$ cat src/rtl/sram_ctrl_pkg.sv
package sram_ctrl_pkg;

    typedef enum logic [2:0] {
        ST_IDLE,
        ST_WR_PULSE,
        ST_WR_RECOV,
        ST_RD_TURN,
        ST_RD_ACCESS,
        ST_RD_RECOV
    } phase_e;

    typedef struct packed {
        logic cs_n;
        logic we_n;
        logic oe_n;
        logic drive;
    } strobe_t;

    localparam strobe_t STROBE_IDLE = '{cs_n: 1'b1, we_n: 1'b1, oe_n: 1'b1, drive: 1'b0};

    // ceiling of ns / clk_ns, never below one cycle
    function automatic int ns_to_cyc(int ns, int clk_ns);
        int c;
        c = (ns + clk_ns - 1) / clk_ns;
        return (c < 1) ? 1 : c;
    endfunction

    function automatic int imax(int a, int b);
        return (a > b) ? a : b;
    endfunction

    function automatic strobe_t strobes_for(phase_e p);
        strobe_t s;
        s = STROBE_IDLE;
        case (p)
            ST_WR_PULSE: begin
                s.cs_n  = 1'b0;
                s.we_n  = 1'b0;
                s.drive = 1'b1;
            end
            ST_WR_RECOV: s.drive = 1'b1;
            ST_RD_ACCESS: begin
                s.cs_n = 1'b0;
                s.oe_n = 1'b0;
            end
            default: s = STROBE_IDLE;
        endcase
        return s;
    endfunction

endpackage

$ cat src/rtl/sram_phase_timer.sv
module sram_phase_timer #(
    parameter int CNT_W = 3
) (
    input  logic             clk,
    input  logic             rst,
    input  logic             load,
    input  logic [CNT_W-1:0] load_val,
    output logic             expired
);

    logic [CNT_W-1:0] cnt_q;

    always_ff @(posedge clk) begin
        if (rst) begin
            cnt_q <= '0;
        end else if (load) begin
            cnt_q <= load_val;
        end else if (cnt_q != '0) begin
            cnt_q <= cnt_q - 1'b1;
        end
    end

    assign expired = (cnt_q == '0);

    AST_TIMER_STAYS_DONE: assert property (@(posedge clk) disable iff (rst)
        (!load && expired) |=> expired);

endmodule

$ cat src/rtl/sram_ctrl_fsm.sv
module sram_ctrl_fsm
    import sram_ctrl_pkg::*;
#(
    parameter int CNT_W = 3,
    parameter int N_WP  = 3,
    parameter int N_WR  = 1,
    parameter int N_RD  = 4,
    parameter int N_RR  = 2,
    parameter int N_TA  = 1
) (
    input  logic             clk,
    input  logic             rst,
    input  logic             req,
    input  logic             req_we,
    input  logic             tmr_expired,
    output logic             tmr_load,
    output logic [CNT_W-1:0] tmr_val,
    output phase_e           phase_d,
    output logic             accept,
    output logic             capture,
    output logic             ready
);

    localparam logic [CNT_W-1:0] LD_WP = CNT_W'(N_WP - 1);
    localparam logic [CNT_W-1:0] LD_WR = CNT_W'(N_WR - 1);
    localparam logic [CNT_W-1:0] LD_RD = CNT_W'(N_RD - 1);
    localparam logic [CNT_W-1:0] LD_RR = CNT_W'(N_RR - 1);
    localparam logic [CNT_W-1:0] LD_TA = CNT_W'(N_TA - 1);

    phase_e phase_q;
    logic   last_wr_q;

    assign ready  = (phase_q == ST_IDLE);
    assign accept = req && ready;

    always_comb begin
        phase_d  = phase_q;
        tmr_load = 1'b0;
        tmr_val  = '0;
        capture  = 1'b0;
        case (phase_q)
            ST_IDLE: begin
                if (req) begin
                    tmr_load = 1'b1;
                    if (req_we) begin
                        phase_d = ST_WR_PULSE;
                        tmr_val = LD_WP;
                    end else if (last_wr_q) begin
                        phase_d = ST_RD_TURN;
                        tmr_val = LD_TA;
                    end else begin
                        phase_d = ST_RD_ACCESS;
                        tmr_val = LD_RD;
                    end
                end
            end
            ST_WR_PULSE: begin
                if (tmr_expired) begin
                    phase_d  = ST_WR_RECOV;
                    tmr_load = 1'b1;
                    tmr_val  = LD_WR;
                end
            end
            ST_WR_RECOV: begin
                if (tmr_expired) phase_d = ST_IDLE;
            end
            ST_RD_TURN: begin
                if (tmr_expired) begin
                    phase_d  = ST_RD_ACCESS;
                    tmr_load = 1'b1;
                    tmr_val  = LD_RD;
                end
            end
            ST_RD_ACCESS: begin
                if (tmr_expired) begin
                    phase_d  = ST_RD_RECOV;
                    tmr_load = 1'b1;
                    tmr_val  = LD_RR;
                    capture  = 1'b1;
                end
            end
            ST_RD_RECOV: begin
                if (tmr_expired) phase_d = ST_IDLE;
            end
            default: phase_d = ST_IDLE;
        endcase
    end

    always_ff @(posedge clk) begin
        if (rst) begin
            phase_q   <= ST_IDLE;
            last_wr_q <= 1'b0;
        end else begin
            phase_q <= phase_d;
            if (accept) last_wr_q <= req_we;
        end
    end

    AST_CAPTURE_ENDS_ACCESS: assert property (@(posedge clk) disable iff (rst)
        capture |=> (phase_q == ST_RD_RECOV));
    AST_BUSY_AFTER_ACCEPT: assert property (@(posedge clk) disable iff (rst)
        accept |=> !ready);
    AST_TURN_BEFORE_READ: assert property (@(posedge clk) disable iff (rst)
        (phase_q == ST_RD_ACCESS && $past(phase_q) == ST_IDLE) |-> !$past(last_wr_q));

endmodule

$ cat src/rtl/sram_bus_io.sv
module sram_bus_io
    import sram_ctrl_pkg::*;
#(
    parameter int ADDR_W = 19,
    parameter int DATA_W = 8,
    parameter int N_WP   = 3
) (
    input  logic              clk,
    input  logic              rst,
    input  phase_e            phase_d,
    input  logic              accept,
    input  logic              capture,
    input  logic [ADDR_W-1:0] host_addr,
    input  logic [DATA_W-1:0] host_wdata,
    input  logic [DATA_W-1:0] mem_dq_in,
    output logic [ADDR_W-1:0] mem_addr,
    output logic [DATA_W-1:0] mem_dq_out,
    output logic              mem_dq_oe,
    output logic              mem_cs_n,
    output logic              mem_we_n,
    output logic              mem_oe_n,
    output logic [DATA_W-1:0] rd_data,
    output logic              rd_valid
);

    localparam int WLC_W = $clog2(N_WP + 1) + 1;
    localparam logic [WLC_W-1:0] WLC_MAX = WLC_W'(N_WP);

    strobe_t st_q;
    logic [WLC_W-1:0] we_low_cnt;

    // strobes come straight from flops so the memory sees no decode glitches
    always_ff @(posedge clk) begin
        if (rst) begin
            st_q <= STROBE_IDLE;
        end else begin
            st_q <= strobes_for(phase_d);
        end
    end

    always_ff @(posedge clk) begin
        if (rst) begin
            mem_addr   <= '0;
            mem_dq_out <= '0;
        end else if (accept) begin
            mem_addr   <= host_addr;
            mem_dq_out <= host_wdata;
        end
    end

    always_ff @(posedge clk) begin
        if (rst) begin
            rd_data  <= '0;
            rd_valid <= 1'b0;
        end else begin
            rd_valid <= capture;
            if (capture) rd_data <= mem_dq_in;
        end
    end

    always_ff @(posedge clk) begin
        if (rst) begin
            we_low_cnt <= '0;
        end else if (!st_q.we_n) begin
            if (we_low_cnt != WLC_MAX) we_low_cnt <= we_low_cnt + 1'b1;
        end else begin
            we_low_cnt <= '0;
        end
    end

    assign mem_cs_n  = st_q.cs_n;
    assign mem_we_n  = st_q.we_n;
    assign mem_oe_n  = st_q.oe_n;
    assign mem_dq_oe = st_q.drive;

    AST_WE_NEEDS_CS: assert property (@(posedge clk) disable iff (rst)
        (!mem_we_n || !mem_oe_n) |-> !mem_cs_n);
    AST_WE_OE_EXCLUSIVE: assert property (@(posedge clk) disable iff (rst)
        !mem_we_n |-> mem_oe_n);
    AST_DRIVE_NOT_READING: assert property (@(posedge clk) disable iff (rst)
        mem_dq_oe |-> mem_oe_n);
    AST_TURNAROUND_GAP: assert property (@(posedge clk) disable iff (rst)
        $fell(mem_oe_n) |-> !$past(mem_dq_oe));
    AST_ADDR_HELD: assert property (@(posedge clk) disable iff (rst)
        (!mem_cs_n && $past(!mem_cs_n)) |-> $stable(mem_addr));
    AST_WDATA_HELD: assert property (@(posedge clk) disable iff (rst)
        (!mem_we_n && $past(!mem_we_n)) |-> $stable(mem_dq_out));
    AST_WE_MIN_WIDTH: assert property (@(posedge clk) disable iff (rst)
        $rose(mem_we_n) |-> (we_low_cnt >= WLC_MAX));
    AST_RVALID_PULSE: assert property (@(posedge clk) disable iff (rst)
        rd_valid |=> !rd_valid);

endmodule

$ cat src/rtl/sram_strobe_ctrl.sv
module sram_strobe_ctrl
    import sram_ctrl_pkg::*;
#(
    parameter int ADDR_W   = 19,
    parameter int DATA_W   = 8,
    parameter int CLK_NS   = 4,
    parameter int WC_NS    = 15,
    parameter int WP_NS    = 10,
    parameter int AW_NS    = 10,
    parameter int CW_NS    = 10,
    parameter int DS_NS    = 8,
    parameter int RC_NS    = 15,
    parameter int AA_NS    = 15,
    parameter int ACS_NS   = 15,
    parameter int OE_NS    = 7,
    parameter int OHZ_NS   = 7,
    parameter int TURN_CYC = 1
) (
    input  logic              clk,
    input  logic              rst,
    input  logic              req,
    input  logic              req_we,
    input  logic [ADDR_W-1:0] req_addr,
    input  logic [DATA_W-1:0] req_wdata,
    output logic              ready,
    output logic [DATA_W-1:0] rd_data,
    output logic              rd_valid,
    output logic [ADDR_W-1:0] mem_addr,
    output logic [DATA_W-1:0] mem_dq_out,
    output logic              mem_dq_oe,
    input  logic [DATA_W-1:0] mem_dq_in,
    output logic              mem_cs_n,
    output logic              mem_we_n,
    output logic              mem_oe_n
);

    localparam int N_WP = imax(imax(ns_to_cyc(WP_NS, CLK_NS), ns_to_cyc(AW_NS, CLK_NS)),
                               imax(ns_to_cyc(CW_NS, CLK_NS), ns_to_cyc(DS_NS, CLK_NS)));
    localparam int N_WR = imax(1, ns_to_cyc(WC_NS, CLK_NS) - N_WP);
    localparam int N_RD = imax(imax(ns_to_cyc(AA_NS, CLK_NS), ns_to_cyc(ACS_NS, CLK_NS)),
                               ns_to_cyc(OE_NS, CLK_NS));
    localparam int N_RR = imax(imax(1, ns_to_cyc(RC_NS, CLK_NS) - N_RD),
                               ns_to_cyc(OHZ_NS, CLK_NS));
    localparam int N_TA = imax(1, TURN_CYC);
    localparam int N_MAX = imax(imax(N_WP, N_WR), imax(imax(N_RD, N_RR), N_TA));
    localparam int CNT_W = $clog2(N_MAX + 1);

    logic             tmr_load;
    logic [CNT_W-1:0] tmr_val;
    logic             tmr_expired;
    phase_e           phase_d;
    logic             accept;
    logic             capture;

    sram_phase_timer #(.CNT_W(CNT_W)) timer_i (
        .clk      (clk),
        .rst      (rst),
        .load     (tmr_load),
        .load_val (tmr_val),
        .expired  (tmr_expired)
    );

    sram_ctrl_fsm #(
        .CNT_W (CNT_W),
        .N_WP  (N_WP),
        .N_WR  (N_WR),
        .N_RD  (N_RD),
        .N_RR  (N_RR),
        .N_TA  (N_TA)
    ) fsm_i (
        .clk         (clk),
        .rst         (rst),
        .req         (req),
        .req_we      (req_we),
        .tmr_expired (tmr_expired),
        .tmr_load    (tmr_load),
        .tmr_val     (tmr_val),
        .phase_d     (phase_d),
        .accept      (accept),
        .capture     (capture),
        .ready       (ready)
    );

    sram_bus_io #(
        .ADDR_W (ADDR_W),
        .DATA_W (DATA_W),
        .N_WP   (N_WP)
    ) io_i (
        .clk        (clk),
        .rst        (rst),
        .phase_d    (phase_d),
        .accept     (accept),
        .capture    (capture),
        .host_addr  (req_addr),
        .host_wdata (req_wdata),
        .mem_dq_in  (mem_dq_in),
        .mem_addr   (mem_addr),
        .mem_dq_out (mem_dq_out),
        .mem_dq_oe  (mem_dq_oe),
        .mem_cs_n   (mem_cs_n),
        .mem_we_n   (mem_we_n),
        .mem_oe_n   (mem_oe_n),
        .rd_data    (rd_data),
        .rd_valid   (rd_valid)
    );

endmodule

$ cat config.mk
export PLATFORM = sky130hd
export DESIGN_NAME = sram_strobe_ctrl
export DESIGN_NICKNAME = d
export VERILOG_FILES = /design/src/rtl/sram_ctrl_pkg.sv /design/src/rtl/sram_phase_timer.sv /design/src/rtl/sram_ctrl_fsm.sv /design/src/rtl/sram_bus_io.sv /design/src/rtl/sram_strobe_ctrl.sv
export SDC_FILE = /design/constraint.sdc
export NUM_CORES = 1
export LEC_CHECK = 0
export BUFFER_PORTS_ARGS = -buffer_cell sky130_fd_sc_hd__clkbuf_2
export CAP_MARGIN = 20
export CORE_ASPECT_RATIO = 1.75
export CORE_MARGIN = 2
export CORE_UTILIZATION = 53
export CTS_BUF_LIST = sky130_fd_sc_hd__clkbuf_8
export DETAILED_ROUTE_END_ITERATION = 6
export PLACE_DENSITY_LB_ADDON = 0.25
export SLEW_MARGIN = 10
export SYNTH_ARGS = -nofsm -noshare
export SYNTH_HDL_FRONTEND = slang
export SYNTH_HIERARCHICAL = 1
export SYNTH_SLANG_ARGS = --single-unit
$ cat constraint.sdc
create_clock -name clk -period 3.65 [get_ports clk]
set_input_delay 0.365 -clock clk [delete_from_list [all_inputs] [get_ports clk]]
set_output_delay 0.365 -clock clk [all_outputs]
set_load 0.01 [all_outputs]
## Yosys cells after proc, flatten, opt, wreduce, memory -nomap -nowiden

Cells that the tools add are included.
W data, S select, Z words.

| word-level totals | value |
|---|---|
| bits in registers | 47 |
| bits of input ports | 39 |
| output and inout bits | 41 |
| logic and storage cells | 53 |

| operators by class | value |
|---|---|
| $add $sub $neg | 1 |
| eq/ne operators | 8 |
| muxes and demuxes | 24 |
| reductions and logical operators | 9 |

Operators with widths:

| kind | count |
|---|---|
| $mux W3 | 11 |
| $pmux W3 S5 | 1 |
| $eq A3 B2 Y1 const B | 3 |
| $eq A3 B3 Y1 const B | 3 |
| $pmux W3 S3 | 1 |
| $mux W1 | 8 |
| $eq A3 B1 Y1 const B | 2 |
| $logic_not A3 Y1 | 2 |
| $reduce_or A2 Y1 | 3 |
| $mux W2 | 2 |
| $reduce_bool A3 Y1 | 1 |
| $reduce_or A3 Y1 | 1 |
| $sub A3 B1 Y3 const B | 1 |
| $pmux W1 S2 | 1 |
| $reduce_bool A2 Y1 | 1 |
| $logic_and A1 B1 Y1 | 1 |

## Logic depth before layout (Yosys ltp)

Gate-level depths: netlist of run 1.

| depth | value |
|---|---|
| depth after elaboration | 7 |
| depth in mapped cells | 9 |
| gate-level depth less buffers | 9 |

## By module

Netlist of run 1, hierarchy kept.

Modules (own cells, without submodules):

| module | times used | cells an instance | area an instance (um^2) | sequential area each (um^2) |
|---|---|---|---|---|
| sram_bus_io | 1 | 127 | 1408.9 | 800.8 |
| sram_ctrl_fsm | 1 | 45 | 336.6 | 80.1 |
| sram_phase_timer | 1 | 22 | 206.4 | 60.1 |

## Worst setup path after synthesis of run 1

Ideal clock, no wire load.

| timing path | value |
|---|---|
| path type | reg2reg |
| start | reg timer_i.cnt_q[0] |
| end | reg io_i.st_q (netlist bit io_i/mem_cs_n) |
| setup time | 0.127 ns |
| data arrival time | 1.485 ns |
| data required time | 3.523 ns |
| path slack | 2.038 ns |
| cell stages (with the launch flop) | 10 |
| buffers on the path | 0 |
| clock period less this slack | 1.612 ns |
| cell sequence | dfxtp_1 inv_1 ha_1 nand2b_1 inv_1 nand2_1 or3_1 nand3_1 nor2b_1 o21ai_0 |

| between the ends | value |
|---|---|
| longest elaborated chain between the ends | 6 |
| elaborated cells between the ends (all ways) | 10 |
| those cells by class | eq/ne: 2; mux: 6; reduce/logical: 2 |

Ends and longest elaborated chain:

| what | line | text |
|---|---|---|
| from (decl) | sram_phase_timer.sv:11 | `logic [CNT_W-1:0] cnt_q;` |
| from (signal assigned) | sram_phase_timer.sv:17 | `cnt_q <= load_val;` |
| from (signal assigned) | sram_phase_timer.sv:19 | `cnt_q <= cnt_q - 1'b1;` |
| $logic_not A3 Y1 * | sram_phase_timer.sv:23 | `assign expired = (cnt_q == '0);` |
| via tmr_expired | sram_strobe_ctrl.sv:50 | `logic tmr_expired;` |
| $mux W3 (on tied branches) | - |  |
| $pmux W3 S5 * | sram_ctrl_fsm.sv:41 | `case (phase_q)` |
| via phase_d[2] | sram_strobe_ctrl.sv:51 | `phase_e phase_d;` |
| $eq A3 B1 Y1 or $eq A3 B3 Y1 (tied branches) | sram_ctrl_pkg.sv:35 | `case (p)` |
| $reduce_or A2 Y1 (no line) * | - |  |
| $mux W1 * | sram_ctrl_pkg.sv:35 |  |
| to (signal assigned) | sram_bus_io.sv:37 | `st_q <= strobes_for(phase_d);` |
| to (decl) | sram_bus_io.sv:29 | `strobe_t st_q;` |

The timed path passes the listed nets; every way through them passes the cells marked *.
A chain may end at the register's enable or synchronous reset.

## Worst setup path after layout of run 1

| timing path | value |
|---|---|
| start | reg fsm_i.phase_q[1] |
| end | reg timer_i.cnt_q[1] |

| between the ends | value |
|---|---|
| longest elaborated chain between the ends | 4 |
| elaborated cells between the ends (all ways) | 9 |
| those cells by class | eq/ne: 3; mux: 3; reduce/logical: 3 |

Ends and longest elaborated chain:

| what | line | text |
|---|---|---|
| from (decl) | sram_ctrl_fsm.sv:30 | `phase_e phase_q;` |
| from (signal assigned) | sram_ctrl_fsm.sv:94 | `phase_q <= phase_d;` |
| $eq A3 B1 Y1, or another cell as far along | sram_ctrl_fsm.sv:41 |  |
| $reduce_or A3 Y1 (no line) | - |  |
| $pmux W1 S2 * | sram_ctrl_fsm.sv:41 |  |
| via tmr_load | sram_strobe_ctrl.sv:48 | `logic tmr_load;` |
| $mux W3 or $reduce_bool A2 Y1 (tied branches) | - |  |

Marked as above.

==> impl_metrics.json, run 1 <==
{
  "status": "completed",
  "root_buffer": "clkbuf_8",
  "diodes": 0,
  "maxSlewHeadroom_pct": 41.6,
  "track_usage_pct": 18.2,
  "cts_buffer_depth": 2,
  "synth_top_cell_by_area": "dfxtp_1",
  "syn_to_final_growth_pct": 22.6,
  "postCtsHoldBufs": 0,
  "crit_type": "reg2reg",
  "grt_pass1_vias": 1401,
  "final.min_clock_period_ns": 2.13,
  "critPathLaunchType": "register",
  "die_h_um": 84.3,
  "crit_buf_inv": 0,
  "synth_area_leaders": "dfxtp_1 48%, mux2i_1 18%, nor2_1 7.5%",
  "synth_cell_types": 32,
  "cts_tree": "built",
  "die_x_um": 49.9,
  "grt_max_degree": 46,
  "io_pins": 80,
  "synth_edf_count": 0,
  "crit_chain": "nor4b_4 -> nand2b_1 -> nor2b_1 -> a2111oi_1",
  "path_delay_family": "simple AND/OR/NAND/NOR gates",
  "port_buffers": 79,
  "cts_setup_buffers": 0,
  "synth-seq-area-share_pct": 48.2,
  "synth_area_per_cell_um2": 10.1,
  "worst_pin_slew_ns": 0.876,
  "post-route-period-util_pct": 58.4,
  "wl_per_cell_um": 11.8,
  "synthFlopType": "dfxtp_1",
  "h-tree-depth": 2,
  "crit_arrival_ns": 2.30,
  "clock_latency_ns": 0.29,
  "path_max_fanout": 12,
  "yosysWarnings": 6,
  "cts_inserted_buffers": 5,
  "finalSetupViolCount": 0,
  "gr-total-overflow": 0,
  "crit_path_end_kind": "register",
  "rsz0062_at_grt": "false",
  "synth_top_cells_by_count": "47 x dfxtp_1, 39 x nor2_1, 36 x mux2i_1, 9 x nor2b_1, 8 x nand2_1",
  "ys_seq_elements": 47,
  "row_count": 29,
  "slew_viol_final": 0,
  "power_density_nw_per_um2": 615,
  "grt_pass1_wl_um": 6020,
  "syn_area_um2": 1950,
  "maxCapViolCount": 0,
  "via_count": 1583,
  "antenna_found_initial": 0,
  "antenna_left": 0,
  "crit_required_ns": 3.82,
  "p_leak_uw": 0.00115,
  "hold_class": "in2reg",
  "hold_viol_final": 0,
  "vdd_ir_drop_max_v": 0.000436,
  "power_uw": 1470,
  "crit_slowest_cell": "nor4b_4",
  "place_congestion": 0.746,
  "drt-total-wl_um": 3740,
  "final_nets": 311,
  "fin_worst_skew_ns": 0.00344,
  "syn_nets": 235,
  "yosysMostFrequentCell": "dfxtp_1",
  "crit_path_max_incr_delay_ns": 0.81,
  "synth_top_area_share_pct": 48.2,
  "timing.fmax_ghz": 0.469,
  "ys_async_sr_fraction_pct": 0,
  "via_per_inst": 4.99,
  "hold-worst-slack_ns": 0.303,
  "cts.clk_slew.worst_paths_ns": 0.08,
  "cts_resized": 0,
  "drc": 0,
  "start_util_pct": 54.3,
  "synth_cells": 194,
  "place.detailed.hpwl_um": 2850,
  "drive_gt1_share_pct": 34.3,
  "tns_ns": 0,
  "core_um2": 3590,
  "firstDrtPassIters": 4,
  "die-area_um2": 4200,
  "drtIter0Drc": 33,
  "cts.sinks": 47
}
cell usage in the layout (no fill, tap or decap), drive strengths merged:
master	instances
or3	1
nor3	2
xnor2	1
nor4b	3
a311oi	1
nor3b	2
nor2b	9
conb	1
or2b	1
inv	7
o21ai	4
a2111oi	2
clkbuf	84
nand3b	2
nand3	5
and3b	1
or3b	1
ha	2
buf	2
a21oi	2
clkinvlp	1
dfxtp	47
nand2	8
nand2b	3
a31oi	3
mux2i	36
clkinv	1
nor2	39
where the power goes:
| group | switching (uW) | internal, uW |
|---|---|---|
| registers | 58.5 | 602 |
| clock network | 161 | 131 |
| logic | 274 | 245 |
flip-flops by register name, summed over array words and instances, names as in the netlist:
signal,count
io_i/rd_data,8
io_i/mem_addr,19
io_i/mem_oe_n,1
fsm_i/phase_q,3
timer_i/cnt_q,3
fsm_i/last_wr_q,1
io_i/rd_valid,1
io_i/mem_cs_n,1
io_i/mem_we_n,1
io_i/mem_dq_out,8
io_i/mem_dq_oe,1
stage by stage:
stage | util [%] | std cells | cell area [um^2] | setup slack, ns
finish | 66.6 | 317 | 2390 | 1.52
global route | 66.6 | 317 | 2390 | 1.35
CTS | 66.6 | 317 | 2390 | 1.52
detailed placement | 64.2 | 309 | 2310 | 1.53
global placement | 64.2 | 309 | 2310 | 1.60
floorplan | - | 194 | 1950 | 2.04
kinds of logic (layout without fill, tap and decap cells):
group	after synthesis	count (layout)	share of synthesized area (%)
buffers and inverters	18	95	6.92
AO/OA/AOI/OAI	12	12	4.49
other	1	1	0.192
multiplexers	36	36	18.5
adder cells (fa/ha/maj)	2	2	1.28
AND/OR/NAND/NOR	77	77	20.0
flip-flops	47	47	48.2
XOR/XNOR	1	1	0.449
path summary, 6_finish.rpt:
kind / start / to / slack, ns / cells past startpoint
worst max register to register: fsm_i/phase_q[1]$_SDFF_PP0_ / timer_i/cnt_q[1]$_SDFFE_PP0P_ / 1.52 / 4
worst min register to register: io_i/rd_data[6]$_SDFFE_PP0P_ / io_i/rd_data[6]$_SDFFE_PP0P_ / 0.49 / 2
worst max-delay path: fsm_i/phase_q[1]$_SDFF_PP0_ / timer_i/cnt_q[1]$_SDFFE_PP0P_ / 1.52 / 4
worst min-delay path: req_addr[16] / io_i/mem_addr[16]$_SDFFE_PP0P_ / 0.30 / 3
layout make-up:
class | count | area (um^2)
Clock inverter | 3 | 16.3
Multi-Input combinational cell | 129 | 876
Timing Repair Buffer | 81 | 410
Inverter | 6 | 22.5
Fill cell | 300 | 1200
Sequential cell | 47 | 941
Tap cell | 46 | 57.6
Clock buffer | 5 | 68.8
worst min-delay path, stage by stage:
cell and delay [ns]:
clkbuf_2 0.07, mux2i_1 0.05, nor2_1 0.07
per-layer routing:
metal | track usage [%] | vias up | share of wire (%)
met5 | 0 | - | 0
met4 | 9.85 | 0 | 2.3
met2 | 30.8 | 58 | 51
met1 | 20.5 | 714 | 41
met3 | 4.63 | 9 | 6.0
li1 | - | 802 | -
Note: power is estimated with default switching activity, not from simulation.
==> inputs of run 2 (changes only) <==
Settings changed: ABC_AREA from default to 1, CORE_UTILIZATION 53 to 49.
Clock period 3.65 ns to 2.2 ns, I/O delays scaled along.
==> impl_metrics.json, run 2 <==
{
  "status": "completed",
  "timing.fmax_ghz": 0.538,
  "final_cells": 380,
  "die-area_um2": 4560,
  "crit_required_ns": 2.44,
  "place_congestion": 0.822,
  "crit_arrival_ns": 2.09,
  "wl_per_cell_um": 10.8,
  "vdd_ir_drop_max_v": 0.000733,
  "drive_gt1_share_pct": 32.5,
  "row_count": 30,
  "ys_async_sr_fraction_pct": 0,
  "antenna_left": 0,
  "final_cell_mix": "90 x nor2_1, 79 x clkbuf_2, 47 x dfxtp_1, 24 x nand2_1, 19 x o21ai_0",
  "drtIter0Drc": 30,
  "drc": 0,
  "syn_nets": 295,
  "synth_cells": 254,
  "rr_worst_depth": 12,
  "synth-seq-area-share_pct": 47.8,
  "postCtsHoldBufs": 0,
  "mostFrequentLayoutCell": "nor2_1",
  "yosysWarnings": 6,
  "path_max_fanout": 10,
  "post-route-period-util_pct": 84.4,
  "cts.clk_slew.worst_paths_ns": 0.09,
  "largest_reg_flops": 19,
  "hold_depth": 3,
  "fin_worst_skew_ns": 0.00583,
  "track_usage_pct": 19.1,
  "synth_area_per_cell_um2": 7.74,
  "finalSetupViolCount": 0,
  "diodes": 0,
  "cts.sinks": 47,
  "nFillCells": 359,
  "gr-total-overflow": 0,
  "h-tree-depth": 2,
  "synth_top_cells_by_count": "90 x nor2_1, 47 x dfxtp_1, 24 x nand2_1, 19 x o21ai_0, 17 x inv_1",
  "place.detailed.hpwl_um": 3020,
  "tns_ns": 0,
  "synth_top_area_share_pct": 47.8,
  "core_um2": 3870,
  "grt_max_degree": 39,
  "p_leak_uw": 0.00125,
  "syn_to_final_growth_pct": 22.0,
  "reg.largest.list": "io_i/mem_addr x19, io_i/mem_dq_out x8, io_i/rd_data x8",
  "cts_tree": "built",
  "cts_inserted_buffers": 5,
  "dpl.cell_count": 372,
  "syn_area_um2": 1970,
  "synth_area_leaders": "dfxtp_1 48%, nor2_1 17%, o21ai_0 4.8%",
  "cts_buffer_depth": 2,
  "wl_met2_um": 2120,
  "die_x_um": 51.9,
  "crit_path_end_kind": "register",
  "maxSlewHeadroom_pct": 56.8,
  "cts_setup_buffers": 0,
  "worst_pin_slew_ns": 0.646,
  "via_per_inst": 4.67,
  "routed.top_layer": "met4",
  "yosysMostFrequentCell": "nor2_1",
  "grt_pass1_wl_um": 6610,
  "firstDrtPassIters": 4,
  "slew_viol_final": 0,
  "io_pins": 80,
  "top_register": "io_i/mem_addr",
  "clock_latency_ns": 0.29,
  "final_nets": 372,
  "antenna_found_initial": 0,
  "cts_resized": 0,
  "synth_top_cell_by_area": "dfxtp_1",
  "ys_seq_elements": 47,
  "synth_edf_count": 0,
  "wl_met1_um": 1670,
  "maxCapViolCount": 0,
  "drt-total-wl_um": 4090,
  "port_buffers": 79,
  "synth_cell_types": 27,
  "hold_viol_final": 0,
  "rsz0062_at_grt": "false",
  "via_count": 1775,
  "hold_class": "in2reg",
  "wl_met3_um": 230,
  "critPathLaunchType": "register",
  "grt_pass1_vias": 1607,
  "power_density_nw_per_um2": 1130,
  "root_buffer": "clkbuf_8",
  "crit_type": "reg2reg",
  "synthFlopType": "dfxtp_1",
  "start_util_pct": 50.9,
  "die_h_um": 87.8,
  "final.min_clock_period_ns": 1.86
}
run 2: cell count changes in the layout (fill, tap and decap cells not counted), sizes merged, moves of 3 or more:
cell	previous run	this run
inv	7	23
mux2i	36	0
a21oi	2	5
nor2	39	92
o21ai	4	40
a31oi	3	0
nor2b	9	0
nor4b	3	0
nand2b	3	0
nand2	8	25
run 2: metrics by stage:
step / total power, uW / util [%] / cell area (um^2) / setup WS [ns] / hold slack (ns)
2_1_floorplan: 1970 / - / 1970 / 0.568 / 0.282
3_3_place_gp: 2240 / 59.9 / 2310 / 0.438 / 0.441
3_5_place_dp: 2260 / 59.9 / 2310 / 0.383 / 0.448
4_1_cts: 2750 / 62.1 / 2400 / 0.363 / 0.137
5_1_grt: 2930 / 62.1 / 2400 / 0.168 / 0.142
6_report: 2720 / 62.1 / 2400 / 0.342 / 0.145
run 2: path summary, 6_finish.rpt:
path	start	end	slack (ns)
worst max-delay path	timer_i/cnt_q[0]$_SDFFE_PP0P_	timer_i/cnt_q[0]$_SDFFE_PP0P_	0.34
worst min-delay path	mem_dq_in[6]	io_i/rd_data[6]$_SDFFE_PP0P_	0.14
worst max register to register	timer_i/cnt_q[0]$_SDFFE_PP0P_	timer_i/cnt_q[0]$_SDFFE_PP0P_	0.34
worst min register to register	io_i/mem_addr[3]$_SDFFE_PP0P_	io_i/mem_addr[3]$_SDFFE_PP0P_	0.49
run 2: layout make-up:
type	instances	area [um^2]	area share, %
sequential	47	941	39.2
multi-input combinational	175	823	34.3
timing repair buffer	80	403	16.8
inverter	22	87.6	3.65
clock buffer	5	68.8	2.87
tap	48	60.1	2.50
clock inverter	3	16.3	0.678
run 2: routing by layer:
layer | global-route usage (%) | vias up
met5 | 0 | -
li1 | - | 943
met1 | 20.3 | 778
met3 | 4.44 | 6
met4 | 10.0 | 0
met2 | 33.9 | 48
run 2: logic make-up (layout without fill, tap and decap cells):
| logic type | Yosys count | count (layout) | share of synthesized area [%] |
|---|---|---|---|
| and+or+nand+nor | 125 | 125 | 26.0 |
| xor gates and xnor gates | 1 | 1 | 0.445 |
| buffers and inverters | 32 | 110 | 10.3 |
| other | 1 | 1 | 0.191 |
| AOI/OAI and AO/OA | 46 | 46 | 13.9 |
| DFF | 47 | 47 | 47.8 |
| adders and majority gates | 2 | 2 | 1.27 |
run 2: power by group:
group	switching, uW	total [uW]	internal, uW	leakage (uW)
clock network	273	491	218	0.0000453
logic	654	1050	394	0.000819
registers	121	1180	1060	0.000388
total	1050	2720	1670	0.00125
run 2: critical path, cell delays in order, from the launching register on:
cell	delay, ns
dfxtp_1	0.34
inv_1	0.08
ha_1	0.20
inv_1	0.05
nor2_1	0.25
nand3_1	0.17
inv_1	0.27
nor2_1	0.08
nand2_1	0.06
nand2_1	0.04
o21ai_0	0.07
nand2_1	0.08
a21oi_2	0.10
==> inputs of run 3 (changes only) <==
Settings changed: CORE_UTILIZATION 49 to 45.
Clock period 2.2 ns to 1.7 ns, I/O delays scaled along.
==> impl_metrics.json, run 3 (synthesized netlist as in run 2, its figures left out) <==
{
  "status": "completed",
  "grt_max_degree": 28,
  "crit_path_end_kind": "register",
  "maxCapViolCount": 0,
  "via_count": 1822,
  "timing.fmax_ghz": 0.642,
  "dpl.cell_count": 377,
  "cts.sinks": 47,
  "die_x_um": 54.0,
  "r2r_slack_ns": 0.14,
  "drive_gt1_share_pct": 36.3,
  "crit_path_max_incr_delay_ns": 0.34,
  "reg.largest.list": "io_i/mem_addr x19, io_i/mem_dq_out x8, io_i/rd_data x8",
  "rr_worst_depth": 13,
  "antenna_left": 0,
  "gr-usage-met2_pct": 31.5,
  "die_h_um": 91.5,
  "cts_tree": "built",
  "hold_path.startpoint": "req_wdata[1]",
  "p_leak_uw": 0.00129,
  "fin_util_pct": 60.5,
  "drt-total-wl_um": 4110,
  "slew_viol_final": 0,
  "hold_path_end": "io_i/mem_dq_out[1]$_SDFFE_PP0P_",
  "post-route-period-util_pct": 91.6,
  "syn_to_final_growth_pct": 27.7,
  "path_max_fanout": 5,
  "busiest_layer": "met2",
  "gr-total-overflow": 0,
  "cts.clk_slew.worst_paths_ns": 0.09,
  "h-tree-depth": 2,
  "critPathLaunchType": "register",
  "crit_type": "reg2reg",
  "grt_pass1_wl_um": 6840,
  "largest_reg_flops": 19,
  "drtIter0Drc": 15,
  "row_count": 31,
  "place_congestion": 0.744,
  "via_per_inst": 4.73,
  "top_register": "io_i/mem_addr",
  "finalSetupViolCount": 0,
  "grt_pass1_vias": 1717,
  "antenna_found_initial": 0,
  "power_density_nw_per_um2": 1520,
  "hold_viol_final": 0,
  "root_buffer": "clkbuf_8",
  "final_cells": 385,
  "cts_inserted_buffers": 5,
  "hold_class": "in2reg",
  "io_pins": 80,
  "drc": 0,
  "port_buffers": 79,
  "start_util_pct": 47.4,
  "r2r-end": "io_i/mem_dq_oe$_SDFF_PP0_",
  "track_usage_pct": 18.0,
  "final_nets": 376,
  "r2r-start": "timer_i/cnt_q[0]$_SDFFE_PP0P_",
  "crit_slowest_cell": "dfxtp_2",
  "mostFrequentLayoutCell": "nor2_1",
  "core_um2": 4150,
  "place.detailed.hpwl_um": 3150,
  "die-area_um2": 4940,
  "cts_setup_buffers": 0,
  "crit_chain": "inv_1 -> ha_1 -> inv_2 -> nor2_4 -> nand2_1 -> inv_1 -> nand2_1 -> nand3_1 -> nor2_2 -> inv_1 -> nor2_1 -> nand2_1 -> o21ai_1",
  "final.min_clock_period_ns": 1.56,
  "diodes": 0,
  "cts_buffer_depth": 2,
  "fin_worst_skew_ns": 0.00602,
  "crit_arrival_ns": 1.75,
  "clock_latency_ns": 0.29,
  "use_met3_pct": 3.45,
  "wl_per_cell_um": 10.7,
  "final_cell_mix": "87 x nor2_1, 79 x clkbuf_2, 45 x dfxtp_1, 24 x nand2_1, 18 x o21ai_0",
  "crit_required_ns": 1.89,
  "firstDrtPassIters": 4,
  "hold_depth": 3,
  "use_met1_pct": 20.0,
  "vdd_ir_drop_max_v": 0.00105
}
-- run 3: changes by cell type in the layout (fill, tap and decap cells not counted), sizes merged --
| cell | delta |
|---|---|
| buf | +4 |
| bufinv | +1 |
| clkinv | -1 |
-- run 3: cell type report --
type                            count  area, um^2
Clock buffer                        5        68.8
Clock inverter                      3        46.3
Fill cell                         400        1640
Inverter                           22        87.6
Multi-Input combinational cell    175         846
Sequential cell                    47         943
Tap cell                           49        61.3
Timing Repair Buffer               84         458
-- run 3: what timing repair did --
action,CTS,global route
pin swaps,0,0
hold endpoints to repair,0,0
resized for setup,1,10
endpoints found under the setup margin,2,6
hold buffers,0,0
-- run 3: through the flow --
stage | cell area, um^2 | setup slack [ns] | power (uW) | hold WS (ns) | setup TNS [ns]
after floorplan | 1970 | 0.0679 | 2550 | 0.232 | 0
after global placement | 2370 | 0.0610 | 2950 | 0.392 | 0
after detailed placement | 2370 | -0.0161 | 2970 | 0.398 | -0.0161
after CTS | 2490 | 0.0700 | 3810 | 0.0821 | 0
after global routing | 2510 | -0.00318 | 4130 | 0.0907 | -0.00318
final | 2510 | 0.142 | 3810 | 0.0928 | 0
-- run 3: worst max path at each step --
stage	end	startpoint	slack (ns)
floorplan	timer_i/cnt_q[0]$_SDFFE_PP0P_	timer_i/cnt_q[0]$_SDFFE_PP0P_	0.07
global placement	timer_i/cnt_q[1]$_SDFFE_PP0P_	timer_i/cnt_q[0]$_SDFFE_PP0P_	0.06
detailed placement	timer_i/cnt_q[1]$_SDFFE_PP0P_	timer_i/cnt_q[0]$_SDFFE_PP0P_	-0.02
CTS	timer_i/cnt_q[1]$_SDFFE_PP0P_	timer_i/cnt_q[0]$_SDFFE_PP0P_	0.07
global route	io_i/mem_dq_oe$_SDFF_PP0_	timer_i/cnt_q[0]$_SDFFE_PP0P_	-0.003
finish	io_i/mem_dq_oe$_SDFF_PP0_	timer_i/cnt_q[0]$_SDFFE_PP0P_	0.14
-- run 3: worst max-delay path, delay by kind of cell (launching register included) --
family,cells,cell delay (ns)
DFF,1,0.34
and+or+nand+nor,7,0.58
AOI/OAI and AO/OA,1,0.06
adders and majority gates,1,0.19
buffers and inverters,4,0.29
-- run 3: where the power goes --
part | switching (uW) | internal (uW) | leakage [uW]
clock network | 374 | 443 | 0.0000548
registers | 166 | 1380 | 0.000388
logic | 872 | 577 | 0.000849
-- run 3: routing by layer --
layer / part of all wire (%) / up-vias
met5: 0 / -
met4: 2.7 / 0
met3: 4.3 / 9
met2: 53 / 45
met1: 40 / 810
li1: - / 958
